===== config.mk =====
export PLATFORM = sky130hd
export DESIGN_NAME = qseq_top
export DESIGN_NICKNAME = d
export VERILOG_FILES = /design/src/rtl/qseq_pkg.sv /design/src/rtl/qseq_shifter.sv /design/src/rtl/qseq_regs.sv /design/src/rtl/qseq_ctrl.sv /design/src/rtl/qseq_top.sv
export SDC_FILE = /design/constraint.sdc
export NUM_CORES = 1
export LEC_CHECK = 0
export BUFFER_PORTS_ARGS = -buffer_cell sky130_fd_sc_hd__buf_2
export CORE_ASPECT_RATIO = 1.2
export CORE_UTILIZATION = 27
export CTS_CLUSTER_DIAMETER = 60
export DETAILED_ROUTE_END_ITERATION = 8
export PLACE_DENSITY = 0.46
export SYNTH_ARGS = -nofsm -noshare
export SYNTH_HDL_FRONTEND = slang
export SYNTH_SLANG_ARGS = --single-unit

===== constraint.sdc =====
create_clock -name clk -period 6.8 [get_ports clk]
set_input_delay 0.34 -clock clk [delete_from_list [all_inputs] [get_ports clk]]
set_output_delay 0.34 -clock clk [all_outputs]
set_load 0.01 [all_outputs]

===== src/rtl/qseq_pkg.sv =====
package qseq_pkg;
  typedef enum logic [1:0] {ST_IDLE, ST_ISSUE, ST_BUSY, ST_HALT} qseq_state_e;

  localparam logic [1:0] SEG_TX  = 2'd0;
  localparam logic [1:0] SEG_RX  = 2'd1;
  localparam logic [1:0] SEG_CMD = 2'd2;
  localparam logic [1:0] SEG_REG = 2'd3;

  localparam int REG_CTRL = 0;
  localparam int REG_NEWQ = 1;
  localparam int REG_ENDQ = 2;
  localparam int REG_STAT = 3;
  localparam int REG_CPTR = 4;
  localparam int REG_DFLT = 5;

  localparam int CB_EN   = 0;
  localparam int CB_HALT = 1;
  localparam int CB_WRAP = 2;
  localparam int CB_SSIN = 3;

  localparam int SB_DONE  = 0;
  localparam int SB_HACK  = 1;
  localparam int SB_FAULT = 2;
endpackage


===== src/rtl/qseq_shifter.sv =====
module qseq_shifter #(
  parameter int W    = 16,
  parameter int HALF = 4,
  localparam int CNT_W = (HALF > 1) ? $clog2(HALF) : 1,
  localparam int BIT_W = $clog2(W)
) (
  input  logic         clk,
  input  logic         rst_n,
  input  logic         start,
  input  logic         abort,
  input  logic [W-1:0] tx,
  input  logic         miso,
  output logic         sck,
  output logic         mosi,
  output logic         busy,
  output logic         done,
  output logic [W-1:0] rx
);
  logic [CNT_W-1:0] cnt_q, cnt_d;
  logic [BIT_W-1:0] bit_q, bit_d;
  logic             ph_q, ph_d, busy_q, busy_d, done_q, done_d;
  logic [W-1:0]     sh_q, sh_d, rx_q, rx_d;

  always_comb begin
    cnt_d = cnt_q; bit_d = bit_q; ph_d = ph_q; busy_d = busy_q;
    sh_d = sh_q; rx_d = rx_q; done_d = 1'b0;
    if (abort) begin
      busy_d = 1'b0; ph_d = 1'b0; cnt_d = '0;
    end else if (start) begin
      busy_d = 1'b1; ph_d = 1'b0; cnt_d = '0; bit_d = '0; sh_d = tx;
    end else if (busy_q) begin
      if (cnt_q == CNT_W'(HALF - 1)) begin
        cnt_d = '0;
        if (!ph_q) begin
          ph_d = 1'b1;
          rx_d = {rx_q[W-2:0], miso};
        end else begin
          ph_d = 1'b0;
          if (bit_q == BIT_W'(W - 1)) begin
            busy_d = 1'b0; done_d = 1'b1;
          end else begin
            bit_d = bit_q + 1'b1;
            sh_d  = {sh_q[W-2:0], 1'b0};
          end
        end
      end else begin
        cnt_d = cnt_q + 1'b1;
      end
    end
  end

  always_ff @(posedge clk or negedge rst_n) begin
    if (!rst_n) begin
      cnt_q <= '0; bit_q <= '0; ph_q <= 1'b0; busy_q <= 1'b0;
      done_q <= 1'b0; sh_q <= '0; rx_q <= '0;
    end else begin
      cnt_q <= cnt_d; bit_q <= bit_d; ph_q <= ph_d; busy_q <= busy_d;
      done_q <= done_d; sh_q <= sh_d; rx_q <= rx_d;
    end
  end

  assign sck  = ph_q;
  assign mosi = busy_q & sh_q[W-1];
  assign busy = busy_q;
  assign done = done_q;
  assign rx   = rx_q;

  AST_SCK_IDLE_LOW: assert property (@(posedge clk) disable iff (!rst_n)
    !busy_q |-> !ph_q);
endmodule


===== src/rtl/qseq_regs.sv =====
module qseq_regs import qseq_pkg::*; #(
  parameter int QDEPTH = 16,
  parameter int CS_W   = 4,
  localparam int PW = $clog2(QDEPTH),
  localparam int AW = PW + 2
) (
  input  logic          clk,
  input  logic          rst_n,
  input  logic          h_we,
  input  logic [AW-1:0] h_addr,
  input  logic [15:0]   h_wdata,
  output logic [15:0]   h_rdata,
  input  logic [PW-1:0] eng_idx,
  output logic [15:0]   eng_tx,
  output logic [CS_W:0] eng_cmd,
  input  logic          rx_we,
  input  logic [15:0]   rx_data,
  input  logic          clr_en,
  input  logic          set_done,
  input  logic          set_hack,
  input  logic          set_fault,
  input  logic [PW-1:0] cptr,
  output logic          en,
  output logic          halt,
  output logic          wrap,
  output logic          ss_in,
  output logic [PW-1:0] newq,
  output logic [PW-1:0] endq,
  output logic          newq_wr,
  output logic [CS_W-1:0] dflt_cs
);
  logic [15:0]   tx_mem  [QDEPTH];
  logic [15:0]   rx_mem  [QDEPTH];
  logic [CS_W:0] cmd_mem [QDEPTH];

  logic [1:0]      seg;
  logic [PW-1:0]   idx;
  logic            wr_tx, wr_rx, wr_cmd, wr_ctrl, wr_newq, wr_endq, wr_stat, wr_dflt;
  logic [3:0]      ctrl_q, ctrl_d;
  logic [2:0]      stat_q, stat_d;
  logic [PW-1:0]   newq_q, newq_d, endq_q, endq_d;
  logic [CS_W-1:0] dflt_q, dflt_d;

  assign seg     = h_addr[AW-1:PW];
  assign idx     = h_addr[PW-1:0];
  assign wr_tx   = h_we && (seg == SEG_TX);
  assign wr_rx   = h_we && (seg == SEG_RX);
  assign wr_cmd  = h_we && (seg == SEG_CMD);
  assign wr_ctrl = h_we && (seg == SEG_REG) && (idx == PW'(REG_CTRL));
  assign wr_newq = h_we && (seg == SEG_REG) && (idx == PW'(REG_NEWQ));
  assign wr_endq = h_we && (seg == SEG_REG) && (idx == PW'(REG_ENDQ));
  assign wr_stat = h_we && (seg == SEG_REG) && (idx == PW'(REG_STAT));
  assign wr_dflt = h_we && (seg == SEG_REG) && (idx == PW'(REG_DFLT));

  always_ff @(posedge clk) begin
    if (wr_tx)  tx_mem[idx]  <= h_wdata;
    if (wr_cmd) cmd_mem[idx] <= {h_wdata[7], h_wdata[CS_W-1:0]};
    if (rx_we)      rx_mem[eng_idx] <= rx_data;
    else if (wr_rx) rx_mem[idx]     <= h_wdata;
  end

  always_comb begin
    ctrl_d = ctrl_q;
    if (wr_ctrl) ctrl_d = h_wdata[3:0];
    if (clr_en)  ctrl_d[CB_EN] = 1'b0;
    stat_d = stat_q;
    if (wr_stat)   stat_d = stat_q & ~h_wdata[2:0];
    if (set_done)  stat_d[SB_DONE]  = 1'b1;
    if (set_hack)  stat_d[SB_HACK]  = 1'b1;
    if (set_fault) stat_d[SB_FAULT] = 1'b1;
    newq_d = wr_newq ? h_wdata[PW-1:0]   : newq_q;
    endq_d = wr_endq ? h_wdata[PW-1:0]   : endq_q;
    dflt_d = wr_dflt ? h_wdata[CS_W-1:0] : dflt_q;
  end

  always_ff @(posedge clk or negedge rst_n) begin
    if (!rst_n) begin
      ctrl_q <= '0; stat_q <= '0; newq_q <= '0; endq_q <= '0; dflt_q <= '1;
    end else begin
      ctrl_q <= ctrl_d; stat_q <= stat_d; newq_q <= newq_d;
      endq_q <= endq_d; dflt_q <= dflt_d;
    end
  end

  always_comb begin
    h_rdata = '0;
    case (seg)
      SEG_TX:  h_rdata = tx_mem[idx];
      SEG_RX:  h_rdata = rx_mem[idx];
      SEG_CMD: begin
        h_rdata[7]        = cmd_mem[idx][CS_W];
        h_rdata[CS_W-1:0] = cmd_mem[idx][CS_W-1:0];
      end
      default: begin
        if (idx == PW'(REG_CTRL)) h_rdata[3:0] = ctrl_q;
        if (idx == PW'(REG_NEWQ)) h_rdata[PW-1:0] = newq_q;
        if (idx == PW'(REG_ENDQ)) h_rdata[PW-1:0] = endq_q;
        if (idx == PW'(REG_STAT)) h_rdata[2:0] = stat_q;
        if (idx == PW'(REG_CPTR)) h_rdata[PW-1:0] = cptr;
        if (idx == PW'(REG_DFLT)) h_rdata[CS_W-1:0] = dflt_q;
      end
    endcase
  end

  assign eng_tx  = tx_mem[eng_idx];
  assign eng_cmd = cmd_mem[eng_idx];
  assign en      = ctrl_q[CB_EN];
  assign halt    = ctrl_q[CB_HALT];
  assign wrap    = ctrl_q[CB_WRAP];
  assign ss_in   = ctrl_q[CB_SSIN];
  assign newq    = newq_q;
  assign endq    = endq_q;
  assign newq_wr = wr_newq;
  assign dflt_cs = dflt_q;
endmodule


===== src/rtl/qseq_ctrl.sv =====
module qseq_ctrl import qseq_pkg::*; #(
  parameter int QDEPTH = 16,
  parameter int CS_W   = 4,
  localparam int PW = $clog2(QDEPTH)
) (
  input  logic            clk,
  input  logic            rst_n,
  input  logic            en,
  input  logic            halt,
  input  logic            wrap,
  input  logic            ss_in,
  input  logic            ss_n,
  input  logic [PW-1:0]   newq,
  input  logic [PW-1:0]   endq,
  input  logic            newq_wr,
  input  logic [CS_W:0]   cmd,
  input  logic [CS_W-1:0] dflt_cs,
  input  logic            sh_busy,
  input  logic            sh_done,
  output logic [PW-1:0]   ptr,
  output logic            sh_start,
  output logic            sh_abort,
  output logic            rx_we,
  output logic            clr_en,
  output logic            set_done,
  output logic            set_hack,
  output logic            set_fault,
  output logic [PW-1:0]   cptr,
  output logic [CS_W-1:0] pcs
);
  qseq_state_e     state_q, state_d;
  logic [PW-1:0]   ptr_q, ptr_d, cptr_q, cptr_d, nxt_ptr;
  logic            reload_q, reload_d, cont_q, cont_d;
  logic [CS_W-1:0] cs_q, cs_d, pcs_q, pcs_d;
  logic            fault_evt, stop, hit;

  assign fault_evt = en & ss_in & ~ss_n;
  assign stop      = ~en | fault_evt;
  assign hit       = (ptr_q == endq);
  assign nxt_ptr   = reload_q ? newq : (hit ? '0 : ptr_q + 1'b1);

  always_comb begin
    state_d = state_q; ptr_d = ptr_q; cptr_d = cptr_q;
    reload_d = reload_q | newq_wr; cont_d = cont_q; cs_d = cs_q; pcs_d = pcs_q;
    sh_start = 1'b0; rx_we = 1'b0; clr_en = 1'b0;
    set_done = 1'b0; set_hack = 1'b0; set_fault = fault_evt;
    if (stop) begin
      state_d = ST_IDLE; pcs_d = dflt_cs; reload_d = 1'b0; clr_en = fault_evt;
    end else begin
      case (state_q)
        ST_IDLE: begin
          pcs_d = dflt_cs; reload_d = 1'b0; ptr_d = newq; state_d = ST_ISSUE;
        end
        ST_ISSUE: begin
          sh_start = 1'b1;
          cs_d     = cmd[CS_W-1:0];
          cont_d   = cmd[CS_W];
          pcs_d    = cmd[CS_W-1:0];
          state_d  = ST_BUSY;
        end
        ST_BUSY: begin
          if (sh_done) begin
            rx_we    = 1'b1;
            cptr_d   = ptr_q;
            pcs_d    = cont_q ? cs_q : dflt_cs;
            reload_d = newq_wr;
            set_hack = halt;
            if (hit && !wrap) begin
              set_done = 1'b1; clr_en = 1'b1; state_d = ST_IDLE;
            end else begin
              ptr_d   = nxt_ptr;
              state_d = halt ? ST_HALT : ST_ISSUE;
            end
          end
        end
        default: begin
          if (!halt) begin
            state_d = ST_ISSUE;
            if (reload_q) begin
              ptr_d = newq; reload_d = newq_wr;
            end
          end
        end
      endcase
    end
  end

  always_ff @(posedge clk or negedge rst_n) begin
    if (!rst_n) begin
      state_q <= ST_IDLE; ptr_q <= '0; cptr_q <= '0; reload_q <= 1'b0;
      cont_q <= 1'b0; cs_q <= '0; pcs_q <= '1;
    end else begin
      state_q <= state_d; ptr_q <= ptr_d; cptr_q <= cptr_d; reload_q <= reload_d;
      cont_q <= cont_d; cs_q <= cs_d; pcs_q <= pcs_d;
    end
  end

  assign ptr      = ptr_q;
  assign sh_abort = stop;
  assign cptr     = cptr_q;
  assign pcs      = pcs_q;

  AST_END_CLEARS_EN: assert property (@(posedge clk) disable iff (!rst_n)
    (en && !fault_evt && state_q == ST_BUSY && sh_done && hit && !wrap) |=> !en);
  AST_FAULT_CLEARS_EN: assert property (@(posedge clk) disable iff (!rst_n)
    fault_evt |=> !en);
  AST_HALT_NO_SHIFT: assert property (@(posedge clk) disable iff (!rst_n)
    (state_q == ST_HALT) |-> !sh_busy);
  AST_ABORT_STOPS: assert property (@(posedge clk) disable iff (!rst_n)
    $fell(en) |=> !sh_busy);
endmodule


===== src/rtl/qseq_top.sv =====
module qseq_top #(
  parameter int QDEPTH   = 16,
  parameter int XFER_W   = 16,
  parameter int HALF_DIV = 4,
  parameter int CS_W     = 4,
  localparam int PW = $clog2(QDEPTH),
  localparam int AW = PW + 2
) (
  input  logic            clk,
  input  logic            rst_n,
  input  logic            h_we,
  input  logic [AW-1:0]   h_addr,
  input  logic [15:0]     h_wdata,
  output logic [15:0]     h_rdata,
  output logic            sck,
  output logic            mosi,
  input  logic            miso,
  input  logic            ss_n,
  output logic [CS_W-1:0] pcs
);
  logic [1:0]        rst_sync_q;
  logic              rst_s_n;
  logic [PW-1:0]     eng_idx, newq, endq, cptr;
  logic [15:0]       eng_tx;
  logic [CS_W:0]     eng_cmd;
  logic              rx_we, clr_en, set_done, set_hack, set_fault;
  logic              en, halt, wrap, ss_in, newq_wr;
  logic [CS_W-1:0]   dflt_cs;
  logic              sh_start, sh_abort, sh_busy, sh_done;
  logic [XFER_W-1:0] sh_rx;

  always_ff @(posedge clk or negedge rst_n) begin
    if (!rst_n) rst_sync_q <= 2'b00;
    else        rst_sync_q <= {rst_sync_q[0], 1'b1};
  end
  assign rst_s_n = rst_sync_q[1];

  qseq_regs #(.QDEPTH(QDEPTH), .CS_W(CS_W)) u_regs (
    .clk(clk), .rst_n(rst_s_n), .h_we(h_we), .h_addr(h_addr), .h_wdata(h_wdata),
    .h_rdata(h_rdata), .eng_idx(eng_idx), .eng_tx(eng_tx), .eng_cmd(eng_cmd),
    .rx_we(rx_we), .rx_data(16'(sh_rx)), .clr_en(clr_en), .set_done(set_done),
    .set_hack(set_hack), .set_fault(set_fault), .cptr(cptr), .en(en), .halt(halt),
    .wrap(wrap), .ss_in(ss_in), .newq(newq), .endq(endq), .newq_wr(newq_wr),
    .dflt_cs(dflt_cs));

  qseq_ctrl #(.QDEPTH(QDEPTH), .CS_W(CS_W)) u_ctrl (
    .clk(clk), .rst_n(rst_s_n), .en(en), .halt(halt), .wrap(wrap), .ss_in(ss_in),
    .ss_n(ss_n), .newq(newq), .endq(endq), .newq_wr(newq_wr), .cmd(eng_cmd),
    .dflt_cs(dflt_cs), .sh_busy(sh_busy), .sh_done(sh_done), .ptr(eng_idx),
    .sh_start(sh_start), .sh_abort(sh_abort), .rx_we(rx_we), .clr_en(clr_en),
    .set_done(set_done), .set_hack(set_hack), .set_fault(set_fault),
    .cptr(cptr), .pcs(pcs));

  qseq_shifter #(.W(XFER_W), .HALF(HALF_DIV)) u_shift (
    .clk(clk), .rst_n(rst_s_n), .start(sh_start), .abort(sh_abort),
    .tx(eng_tx[XFER_W-1:0]), .miso(miso), .sck(sck), .mosi(mosi),
    .busy(sh_busy), .done(sh_done), .rx(sh_rx));
endmodule


==> results.yml <==
outcome:
  status: "complete, no violations"
synth:
  synth_edf_count: 592
  yosys_warnings: 0
  syn_inst: 1517
  mappedNetlistNets: 1551
  synthFlopType: "edfxtp_1"
  syn_avg_cell_area_sq_um: 19.6
  async_flop_share: 0.122
  ys_ff_latch: 674
  synth-seq-area-share: 0.669
  ys_types: 54
  syn_area_sq_mm: 0.0297
critical_path:
  reg2reg_depth: 6
  critPathArrivalTime_ns: 3.68
  r2r_end: "u_regs.rx_mem[9][14]$_DFFE_PP_"
  rrSetupSlack_ns: 2.89
  cp_max_fo: 75
  endpoint_kind: "primary output"
  path_class: "in -> out"
  start_kind: "input port"
  cp.required_ns: 6.46
  r2r-start: "u_ctrl.state_q[0]$_DFFE_PN0P_"
worst_hold_path:
  hp-class: "in -> reg"
  min-delay-start: "miso"
  hold-path-endpoint: "u_shift.rx[0]$_DFFE_PN0P_"
  whs_path_depth: 2
pwr:
  power_mw: 10.7
  p_leak_nw: 11.0
  ir_drop_mv: 0.212
  pwr_density_cell_mw_per_mm2: 314
global_route:
  grt_antenna_before_repair: 2
  gr-usage-met2: 0.273
  grt_pass1_vias: 16397
  grt_pass1_wl_mm: 121
  top_usage_layer: "met2"
  met1_usage: 0.188
  met3_usage: 0.0227
  grt_max_degree: 133
  gr-total-overflow: 0
  grt_use_total: 0.152
detailed_routing:
  detail-route-antenna-nets: 0
  dr_total_vias: 15451
  wl_per_cell_um: 27.6
  drt_wl_total_mm: 83.7
  initialDrtViolationCount: 1313
  drc: 0
  via_per_inst: 5.08
  firstDrtPassIters: 5
clocking:
  path_clk_slew_ns: 0.06
  post_cts_resize_count: 0
  clk_latency_ns: 0.63
  htree_levels: 3
  clk_path_buf_depth: 3
  cts_tree: "built"
  clockRootBuffer: "clkbuf_16"
  cts-buffers-inserted: 71
  clock_sinks: 674
sta:
  setup_tns_ns: 0
  layout_setup_ws_ns: 2.78
  fmax_mhz: 249
  hold_violations: 0
  layout_min_cycle_time_ns: 4.02
  drv_slew: 0
  tightest_slew_ns: 1.34
  period_share: 0.591
  fin_skew_ns: 0.0234
  rsz0062_at_grt: "false"
  relSlewSlack: 0.107
  setup_violations: 0
die:
  initial_core_util: 0.274
  top_level_ports: 49
  die_h_um: 365
  fp-row-count: 132
  core_region_area_sq_mm: 0.108
  die_w_um: 305
  dieArea_sq_mm: 0.111
layout:
  n_antenna_cell: 0
  nets: 1610
  fin_area_sq_mm: 0.0341
  drive_gt1_frac: 0.355
  fin_util: 0.315
  area_growth_pct: 14.9
placement:
  io_buffers: 48
  place_area_sq_mm: 0.0316
  place_hpwl_mm: 51.1
  post-place-ws_ns: 2.61
  gp_congestion: 0.777
flow_run:
  maxCapViolCount: 0
-- final cells by class --
type                    instances  area (sq um)
multi-input cells             726          9340
flip-flops and latches        674         19900
clock buffers                  87          1920
clock inverters                42           556
inverters                      11          41.3
repair buffers                 92           619
well taps                    1407          1760
fillers                     10430         74300
-- metal layers --
metal | routed length [um] | vias to the layer above | share of wire
met1 | 34000 | 8442 | 0.41
met5 | 24 | - | 0.00029
met2 | 44200 | 415 | 0.53
met4 | 1730 | 4 | 0.021
li1 | - | 6480 | -
met3 | 3760 | 110 | 0.045
-- power breakdown --
group	leakage (nW)	internal (mW)	switching, mW
sequential	6.47	4.61	0.180
clock	1.19	2.45	1.71
combinational	3.35	0.824	0.915
total	11.0	7.88	2.81
-- critical path: stages --
cell and delay [ns]:
buf_8 0.59, buf_4 0.86, mux4_2 0.60, mux4_2 0.53
a22oi_1 0.21, o31ai_1 0.19, buf_2 0.21
-- worst max-delay path by stage --
stage               slack, ns                              to      start
detailed placement       2.61                      h_rdata[7]  h_addr[0]
global placement         2.66                      h_rdata[7]  h_addr[0]
global route             2.51                      h_rdata[7]  h_addr[0]
finish                   2.78                      h_rdata[7]  h_addr[0]
floorplan                3.57  u_regs.rx_mem[14][0]$_DFFE_PP_       ss_n
CTS                      2.62                      h_rdata[7]  h_addr[0]
-- registers in the layout, indices dropped and copies added (netlist names) --
signal,flops
rst_sync_q,2
u_ctrl.cont_q,1
u_regs.cmd_mem,80
u_shift.cnt_q,2
u_ctrl.state_q,2
u_ctrl.pcs,4
u_ctrl.cs_q,4
u_ctrl.reload_q,1
u_shift.done,1
u_regs.endq,4
u_shift.rx,16
u_shift.sck,1
u_regs.newq,4
u_shift.sh_q,16
u_regs.stat_q,3
u_regs.tx_mem,256
u_shift.busy,1
u_ctrl.cptr,4
u_ctrl.ptr,4
u_regs.dflt_cs,4
u_regs.rx_mem,256
u_regs.ctrl_q,4
u_shift.bit_q,4
-- kinds of logic after synthesis --
logic type | Yosys count | share of synthesized area
buffers and inverters | 117 | 0.0210
xor gates and xnor gates | 8 | 0.00236
AOI/OAI and AO/OA | 128 | 0.0303
other | 1 | 0.000126
muxes | 351 | 0.238
and+or+nand+nor | 231 | 0.0367
DFF | 674 | 0.669
adders and majority gates | 7 | 0.00295
-- placed cells by master, fill, tap and decap left out, drive strengths merged, types with 8 or more instances in the layout --
cell and instances:
a21oi 28, a221o 15, a22o 13, a22oi 16, a31oi 9, and3 20, buf 90, bufinv 11
clkbuf 87, clkinv 20, dfrtp 74, dfstp 8, edfxtp 592, inv 16, mux2 60, mux2i 18
mux4 273, nand2 63, nand2b 8, nand3 15, nor2 66, nor3 24, o21ai 21
-- cells in the mapped netlist, types with 20 or more instances --
library cell  instances  area, sq um
dfrtp_1              74         1850
buf_2                39          195
mux2_2               60          676
nor2_1               66          248
and3_1               20          125
nor3_1               24          120
clkbuf_1             38          143
nand2_1              63          236
mux4_2              261         5880
o21ai_0              21          105
edfxtp_1            592        17800
a21oi_1              28          140
-- through the flow --
| step | hold slack (ns) | std cells |
|---|---|---|
| finish | 0.0588 | 3039 |
| global route | 0.0408 | 3039 |
| global placement | 0.128 | 2908 |
| detailed placement | 0.129 | 2908 |
| floorplan | 0.0444 | 1517 |
| CTS | 0.0214 | 3039 |
-- what timing repair did --
| item | CTS | global route |
|---|---|---|
| hold endpoints to repair | 2 | 0 |
| setup buffers | 0 | 0 |
| hold buffers | 2 | 0 |
No activity file was read; power rests on OpenSTA's default activity.
